### config.mk
export PLATFORM = sky130hd
export DESIGN_NAME = mbx_state_monitor
export DESIGN_NICKNAME = d
export VERILOG_FILES = /design/src/rtl/mbx_pkg.sv /design/src/rtl/mbx_win_decode.sv /design/src/rtl/mbx_dir_bank.sv /design/src/rtl/mbx_irq_flag.sv /design/src/rtl/mbx_state_monitor.sv
export SDC_FILE = /design/constraint.sdc
export NUM_CORES = 1
export LEC_CHECK = 0
export ABC_CLOCK_PERIOD_IN_PS = 2400
export CAP_MARGIN = 10
export CORE_MARGIN = 2
export CORE_UTILIZATION = 45
export DETAILED_ROUTE_END_ITERATION = 7
export PLACE_DENSITY_LB_ADDON = 0.15
export SLEW_MARGIN = 30
export SYNTH_ARGS = -nofsm -noshare
export SYNTH_HDL_FRONTEND = slang
export SYNTH_SLANG_ARGS = --single-unit
### constraint.sdc
create_clock -name clk -period 2.4 [get_ports clk]
set_input_delay 0.36 -clock clk [delete_from_list [all_inputs] [get_ports clk]]
set_output_delay 0.36 -clock clk [all_outputs]
set_load 0.005 [all_outputs]
### src/rtl/mbx_pkg.sv
package mbx_pkg;
  typedef enum logic [7:0] {
    HS_IDLE = 8'd0,
    HS_NEW  = 8'd1,
    HS_RCVD = 8'd2,
    HS_DONE = 8'd3
  } hs_state_e;

  localparam int unsigned STATE_W = 8;
endpackage

### src/rtl/mbx_win_decode.sv
module mbx_win_decode #(
  parameter int unsigned ADDR_W   = 16,
  parameter int unsigned BASE     = 16'h0100,
  parameter int unsigned NUM_CHAN = 7,
  localparam int unsigned CH_W    = $clog2(NUM_CHAN)
) (
  input  logic              valid,
  input  logic [ADDR_W-1:0] addr,
  output logic              hit,
  output logic [CH_W-1:0]   chan
);
  localparam logic [ADDR_W-1:0] BASE_A = BASE[ADDR_W-1:0];
  localparam logic [ADDR_W-1:0] SPAN_A = NUM_CHAN[ADDR_W-1:0];

  logic [ADDR_W-1:0] offset;

  always_comb begin
    offset = addr - BASE_A;
    hit    = valid && (addr >= BASE_A) && (offset < SPAN_A);
    chan   = offset[CH_W-1:0];
  end
endmodule

### src/rtl/mbx_dir_bank.sv
module mbx_dir_bank
  import mbx_pkg::*;
#(
  parameter int unsigned NUM_CHAN = 7,
  parameter logic [7:0]  TRIG     = 8'd3,
  localparam int unsigned CH_W    = $clog2(NUM_CHAN)
) (
  input  logic                               clk,
  input  logic                               rst_n,
  input  logic                               wr_hit,
  input  logic [CH_W-1:0]                    wr_chan,
  input  logic [STATE_W-1:0]                 wr_data,
  output logic [NUM_CHAN-1:0][STATE_W-1:0]   shadow,
  output logic [NUM_CHAN-1:0]                pend,
  output logic [NUM_CHAN-1:0]                pend_nx,
  output logic                               evt
);
  logic [NUM_CHAN-1:0] ch_evt;

  for (genvar i = 0; i < NUM_CHAN; i++) begin : g_ch
    logic sel;
    logic changed;

    always_comb begin
      sel        = wr_hit && (wr_chan == CH_W'(i));
      changed    = sel && (wr_data != shadow[i]);
      ch_evt[i]  = changed && (wr_data == TRIG);
      if (ch_evt[i])    pend_nx[i] = 1'b1;
      else if (changed) pend_nx[i] = 1'b0;
      else              pend_nx[i] = pend[i];
    end

    always_ff @(posedge clk) begin
      if (!rst_n) begin
        shadow[i] <= HS_IDLE;
        pend[i]   <= 1'b0;
      end else begin
        if (sel) shadow[i] <= wr_data;
        pend[i] <= pend_nx[i];
      end
    end

    // entering the trigger state marks the channel pending
    assert_entry_marks_pend_R3: assert property (@(posedge clk) disable iff (!rst_n)
      (wr_hit && wr_chan == CH_W'(i) && wr_data == TRIG && shadow[i] != TRIG) |=> pend[i]);

    // a pending bit only rises after a write into this channel's window
    assert_pend_needs_write_R9: assert property (@(posedge clk) disable iff (!rst_n)
      $rose(pend[i]) |-> $past(wr_hit && wr_chan == CH_W'(i)));

    // the shadow holds the byte written in the previous cycle
    assert_shadow_store_R2: assert property (@(posedge clk) disable iff (!rst_n)
      (wr_hit && wr_chan == CH_W'(i)) |=> (shadow[i] == $past(wr_data)));

    // a rewrite of the same value leaves the pending bit alone
    assert_same_value_keeps_R6: assert property (@(posedge clk) disable iff (!rst_n)
      (wr_hit && wr_chan == CH_W'(i) && wr_data == shadow[i]) |=> (pend[i] == $past(pend[i])));
  end

  assign evt = |ch_evt;
endmodule

### src/rtl/mbx_irq_flag.sv
module mbx_irq_flag (
  input  logic clk,
  input  logic rst_n,
  input  logic evt,
  input  logic ack,
  input  logic pend_any_nx,
  output logic flag
);
  always_ff @(posedge clk) begin
    if (!rst_n)      flag <= 1'b0;
    else if (evt)    flag <= 1'b1;
    else if (ack)    flag <= pend_any_nx;
  end

  // an event wins over a same-cycle acknowledge
  assert_event_sets_flag_R8: assert property (@(posedge clk) disable iff (!rst_n)
    evt |=> flag);

  // acknowledge with nothing left pending clears the flag
  assert_ack_clears_R7: assert property (@(posedge clk) disable iff (!rst_n)
    (ack && !evt && !pend_any_nx) |=> !flag);

  // with neither event nor acknowledge the flag holds
  assert_flag_holds_R7: assert property (@(posedge clk) disable iff (!rst_n)
    (!ack && !evt) |=> $stable(flag));
endmodule

### src/rtl/mbx_state_monitor.sv
module mbx_state_monitor
  import mbx_pkg::*;
#(
  parameter int unsigned ADDR_W    = 16,
  parameter int unsigned NUM_CHAN  = 7,
  parameter int unsigned SEND_BASE = 16'h0100,
  parameter int unsigned RECV_BASE = 16'h0180,
  localparam int unsigned CH_W     = $clog2(NUM_CHAN)
) (
  input  logic                clk,
  input  logic                rst_n,
  input  logic                snp_valid,
  input  logic [ADDR_W-1:0]   snp_addr,
  input  logic [7:0]          snp_data,
  input  logic                send_ack,
  input  logic                recv_ack,
  input  logic                rd_recv,
  input  logic [CH_W-1:0]     rd_chan,
  output logic [7:0]          rd_state,
  output logic                send_flag,
  output logic                recv_flag,
  output logic [NUM_CHAN-1:0] send_pend,
  output logic [NUM_CHAN-1:0] recv_pend
);
  logic                              s_hit, r_hit;
  logic [CH_W-1:0]                   s_chan, r_chan;
  logic [NUM_CHAN-1:0][STATE_W-1:0]  s_shadow, r_shadow;
  logic [NUM_CHAN-1:0]               s_pnx, r_pnx;
  logic                              s_evt, r_evt;

  mbx_win_decode #(.ADDR_W(ADDR_W), .BASE(SEND_BASE), .NUM_CHAN(NUM_CHAN)) u_sdec (
    .valid(snp_valid), .addr(snp_addr), .hit(s_hit), .chan(s_chan));

  mbx_win_decode #(.ADDR_W(ADDR_W), .BASE(RECV_BASE), .NUM_CHAN(NUM_CHAN)) u_rdec (
    .valid(snp_valid), .addr(snp_addr), .hit(r_hit), .chan(r_chan));

  mbx_dir_bank #(.NUM_CHAN(NUM_CHAN), .TRIG(HS_DONE)) u_sbank (
    .clk(clk), .rst_n(rst_n), .wr_hit(s_hit), .wr_chan(s_chan), .wr_data(snp_data),
    .shadow(s_shadow), .pend(send_pend), .pend_nx(s_pnx), .evt(s_evt));

  mbx_dir_bank #(.NUM_CHAN(NUM_CHAN), .TRIG(HS_NEW)) u_rbank (
    .clk(clk), .rst_n(rst_n), .wr_hit(r_hit), .wr_chan(r_chan), .wr_data(snp_data),
    .shadow(r_shadow), .pend(recv_pend), .pend_nx(r_pnx), .evt(r_evt));

  mbx_irq_flag u_sflag (
    .clk(clk), .rst_n(rst_n), .evt(s_evt), .ack(send_ack),
    .pend_any_nx(|s_pnx), .flag(send_flag));

  mbx_irq_flag u_rflag (
    .clk(clk), .rst_n(rst_n), .evt(r_evt), .ack(recv_ack),
    .pend_any_nx(|r_pnx), .flag(recv_flag));

  always_comb begin
    rd_state = HS_IDLE;
    if (int'(rd_chan) < NUM_CHAN)
      rd_state = rd_recv ? r_shadow[rd_chan] : s_shadow[rd_chan];
  end

  // the two directions never address the same byte
  assert_windows_disjoint_R10: assert property (@(posedge clk) disable iff (!rst_n)
    !(s_hit && r_hit));

  // with no valid write, neither mask changes
  assert_idle_keeps_masks_R9: assert property (@(posedge clk) disable iff (!rst_n)
    !snp_valid |=> ($stable(send_pend) && $stable(recv_pend)));
endmodule

Word level (Yosys, flattened, before mapping) --
Cells that the tools add are included. W data, S select, Z words.
Word-level totals: bits in registers 128, bits of input ports 33, output and inout bits 24, word-level logic and storage cells 158
Cells by class: add/sub/neg operators 2, $lt $le $gt $ge 6, eq/ne operators 28, multiplexer cells 38, reduce and logical (&&, ||, !) cells 54
Operators by type and width (number):
- $ne A8 B8 Y1 | 14
- $bmux W8 S3 | 2
- $logic_and A1 B1 Y1 | 46
- $ge A16 B9 Y1 const B | 2
- $lt A16 B3 Y1 const B | 2
- $mux W1 | 32
- $mux W8 | 4
- $sub A16 B9 Y16 const B | 2
- $reduce_or A7 Y1 | 4
- $eq A3 B3 Y1 const B | 6
- $eq A3 B2 Y1 const B | 4
- $eq A8 B1 Y1 const B | 1
- $eq A8 B2 Y1 const B | 1
- $eq A3 B1 Y1 const B | 2
- $logic_not A3 Y1 | 2
- $lt A3 B4 Y1 const B | 1
- $reduce_bool A2 Y1 | 2
- $lt A3 B3 Y1 const B | 1

Longest topological paths before layout --
depth after elaboration 10, mapped depth 9, mapped depth without buffers 8

Hierarchy --
From an unflattened synthesis, not the netlist that was laid out.
Second synthesis, totals: cells, all modules 874, area total of the unflattened synthesis 7739.9 um^2
Modules (own cells, without submodules):
- mbx_dir_bank (u_rbank) | times used 1, cells each 378, area an instance 3288.2 um^2, sequential area each 1261.2 um^2
- mbx_dir_bank (u_sbank) | times used 1, cells each 377, area an instance 3156.8 um^2, sequential area each 1261.2 um^2
- mbx_state_monitor | times used 1, cells each 91, area an instance 1019.7 um^2, sequential area each 0.0 um^2
- mbx_win_decode (u_rdec) | times used 1, cells each 13, area an instance 122.6 um^2, sequential area each 0.0 um^2
- mbx_irq_flag | times used 2, cells each 3, area an instance 38.8 um^2, sequential area each 20.0 um^2
- mbx_win_decode (u_sdec) | times used 1, cells each 9, area an instance 75.1 um^2, sequential area each 0.0 um^2

Worst setup path after synthesis --
OpenSTA, ideal clock, no wires.
path type input-to-output, start in rd_chan[0], end out rd_state[0], arrival time 2.156 ns, data required time 2.040 ns, slack -0.116 ns, stages 4, buffers on the path 2, cell sequence clkbuf_1 > buf_1 > mux4_2 > mux4_2
Between the ends: longest elaborated chain between the ends 4, elaborated cells on any way between the ends 7, those cells by class order compare: 1; mux: 6
Ends and longest elaborated chain:
- from (decl) | RTL line mbx_state_monitor.sv:18 | input logic [CH_W-1:0] rd_chan,
- $bmux W8 S3 | RTL line mbx_state_monitor.sv:56 | rd_state = rd_recv ? r_shadow[rd_chan] : s_shadow[rd_chan];
- $mux W8 (not written as such) | RTL line mbx_state_monitor.sv:56
- $mux W8 | RTL line mbx_state_monitor.sv:56
- $mux W8 (*) | RTL line mbx_state_monitor.sv:55 | if (int'(rd_chan) < NUM_CHAN)
- to (decl) | RTL line mbx_state_monitor.sv:19 | output logic [7:0] rd_state,
Every way passes the cells marked *; elsewhere a longest branch is shown, timed or not. The select of a mux whose other input is x is not followed.

Worst setup path in the final report --
start reg u_sbank.shadow[24] (netlist name), end out rd_state[0]
Between the ends: longest elaborated chain between the ends 4
Ends and longest elaborated chain:
- from (decl) | RTL line mbx_dir_bank.sv:13 | output logic [NUM_CHAN-1:0][STATE_W-1:0] shadow,
- from (signal, indexed assignment) | RTL line mbx_dir_bank.sv:38 | if (sel) shadow[i] <= wr_data;
- $bmux W8 S3 | RTL line mbx_state_monitor.sv:56
- $mux W8 (not written as such) | RTL line mbx_state_monitor.sv:56
- $mux W8 | RTL line mbx_state_monitor.sv:56
- $mux W8 | RTL line mbx_state_monitor.sv:55
No other way between the ends. The select of a mux whose other input is x is not followed.

==> metrics.yaml <==
run_status:
  status: "completed"
clock_network:
  root_buffer: "clkbuf_16"
  cts_tree: "done"
  cts_inserted_buffers: 17
  clock_path_buffers: 2
  cts.sinks: 128
  h-tree-depth: 4
  clock_latency_ns: 0.43
  path_clk_slew_ns: 0.06
grt:
  grt_pass1_wl_um: 38400
  grt_pass1_vias: 6612
  antenna_found_initial: 0
  grt.total_usage: 0.287
  gr-total-overflow: 0
  grt_max_degree: 65
sta:
  skew_ns: 0.00741
  post-route-worst-setup-slack_ns: 0.0154
  relSlewSlack: 0.741
  hold_viol: 0
  max_freq_mhz: 419
  final.period_utilization: 0.994
  finalSetupViolCount: 0
  worst_pin_slew_ns: 0.378
  finalMaxSlewViolations: 0
  min_period_ns: 2.38
placed_design:
  numPortBuffers: 56
  pre_cts_slack_ns: -0.694
  dp_hpwl_um: 18500
  routabilityCongestion: 0.976
  placed_area_um2: 9220
  placedCellCount: 1161
power_and_ir_drop:
  clock_power_share: 0.509
  seqPwrFrac: 0.385
  switching_share: 0.237
  p_int_mw: 4.21
  ir_drop_mv: 0.503
  total_power_mw: 5.52
  p_switching_mw: 1.31
  p_leak_nw: 3.92
  p_per_area_nw_per_um2: 534
  p_comb_frac: 0.105
synthesis:
  synth.cell_area_um2: 7520
  yosysUniqueCellTypes: 57
  ys_ff_latch: 128
  syn_avg_cell_area_um2: 9.24
  yosysWarnings: 0
  ys_async_sr_fraction: 0
  synth-seq-area-share: 0.341
  synth-edff-count: 0
  synth_cells: 814
  syn-num-nets: 849
  synthFlopType: "dfxtp_1"
routing:
  drt_pass1_iterations: 5
  antenna_left: 0
  wl_per_cell_um: 21.0
  drt-total-wl_um: 25300
  drc_errors: 0
  via_per_inst: 5.62
  drt_iter0_markers: 677
  routed-via-count: 6779
layout:
  utilization: 0.627
  multi_input_area_um2: 4900
  diodes: 0
  area_growth_pct: 37.2
  fillers: 1316
  layoutNonFillerInstCount: 1207
  final_nets: 1009
  ff_latch_area_um2: 2580
  final_area_um2: 10300
  drive_gt1_frac: 0.276
die:
  die_x_um: 133
  ioPinCount: 57
  die_y_um: 133
  coreArea_um2: 16500
  rows: 47
  die-area_um2: 17800
  start_util: 0.457
worst_setup_path:
  cp.arrival_ns: 2.02
  cp-end-kind: "output pin"
  critPathLaunchType: "flop"
  cp.required_ns: 2.04
  cp_max_fo: 3
  path_class: "flop to output pin"
job:
  cap_violations: 0
min_path:
  hp-class: "input port to flop"
placed cells by master (no fill, tap or decap), types with 24 or more instances in the layout:
cell             count
nor2b_1             72
buf_4              125
nand2_1            140
a21boi_0            57
dfxtp_1            113
mux2i_1             79
mux4_2              24
clkdlybuf4s50_1     28
xor2_1              68
xnor2_1             38
kinds of logic after synthesis:
family | Yosys count | synth area share
compound gates | 98 | 0.0956
simple gates | 295 | 0.205
flops | 128 | 0.341
mux | 110 | 0.186
fa+ha+maj | 2 | 0.00333
xor+xnor | 113 | 0.132
buf+inv | 68 | 0.0376
power groups by stage:
stage | clock (mW) | combinational (mW) | sequential (mW)
after floorplan | 0 | 0.271 | 2.17
after CTS | 2.83 | 0.535 | 2.13
after global routing | 2.92 | 0.610 | 2.13
after detailed placement | 0 | 0.518 | 2.17
final | 2.81 | 0.580 | 2.13
after global placement | 0 | 0.510 | 2.17
final cells by class:
class | instances | share of cell area
clock inverters | 12 | 0.0177
repair buffers | 206 | 0.185
flip-flops and latches | 128 | 0.250
inverters | 3 | 0.00109
clock buffers | 20 | 0.0442
multi-input cells | 618 | 0.475
well taps | 220 | 0.0267
path summary, 6_finish.rpt:
path                                          from                 to  slack, ns  cells past startpoint
worst max-delay path            u_sbank.shadow[24]        rd_state[0]       0.02                      3
worst min-delay path                         rst_n    u_rbank.pend[4]       0.35                      2
worst max register to register  u_rbank.shadow[24]       u_rflag.flag       0.25                      9
worst min register to register   u_sbank.shadow[0]  u_sbank.shadow[0]       0.48                      2
state kept, by name, summed over array words and instances, names as in the netlist:
register and cells:
u_rbank.shadow 56, u_sbank.shadow 56, u_sflag.flag 1, u_sbank.pend 7, u_rbank.pend 7, u_rflag.flag 1
routing by layer:
| metal | global-route usage | vias up | share of wire |
|---|---|---|---|
| met3 | 0.0765 | 52 | 0.073 |
| met4 | 0.141 | 0 | 0.039 |
| met2 | 0.453 | 299 | 0.46 |
| li1 | - | 3108 | - |
| met1 | 0.364 | 3320 | 0.43 |
| met5 | 0 | - | 0 |
metrics by stage:
step	setup TNS, ns	hold slack [ns]
after global placement	-25.56	0.476
final	0	0.355
after floorplan	-0.0687	0.462
after global routing	-0.00892	0.382
after detailed placement	-28.14	0.484
after CTS	0	0.348
what timing repair did:
| item | 4_1_cts | 5_1_grt |
|---|---|---|
| gates cloned | 1 | 0 |
| endpoints found under the setup margin | 14 | 10 |
| gates resized for setup | 52 | 66 |
| hold buffers | 0 | 0 |
| buffers inserted | 5 | 8 |
| pin swaps | 10 | 19 |
cells in the mapped netlist, types with 10 or more instances:
cell type / n / area (um^2)
a21boi_0: 57 / 428
nor2_1: 13 / 48.8
buf_2: 13 / 65.1
xnor2_1: 40 / 350
mux4_2: 24 / 541
nor4_1: 21 / 131
buf_1: 10 / 37.5
nor2b_1: 72 / 450
xor2_1: 73 / 639
clkbuf_1: 40 / 150
mux2i_1: 85 / 851
o21ai_0: 18 / 90.1
nand4_1: 12 / 75.1
dfxtp_1: 128 / 2560
nand2_1: 140 / 526
critical path, cell delays in order, from the launching register on:
cell	delay, ns
dfxtp_1	0.33
mux4_2	0.53
mux4_2	0.46
dlygate4sd2_1	0.28
No activity file was read; power rests on OpenSTA's default activity.
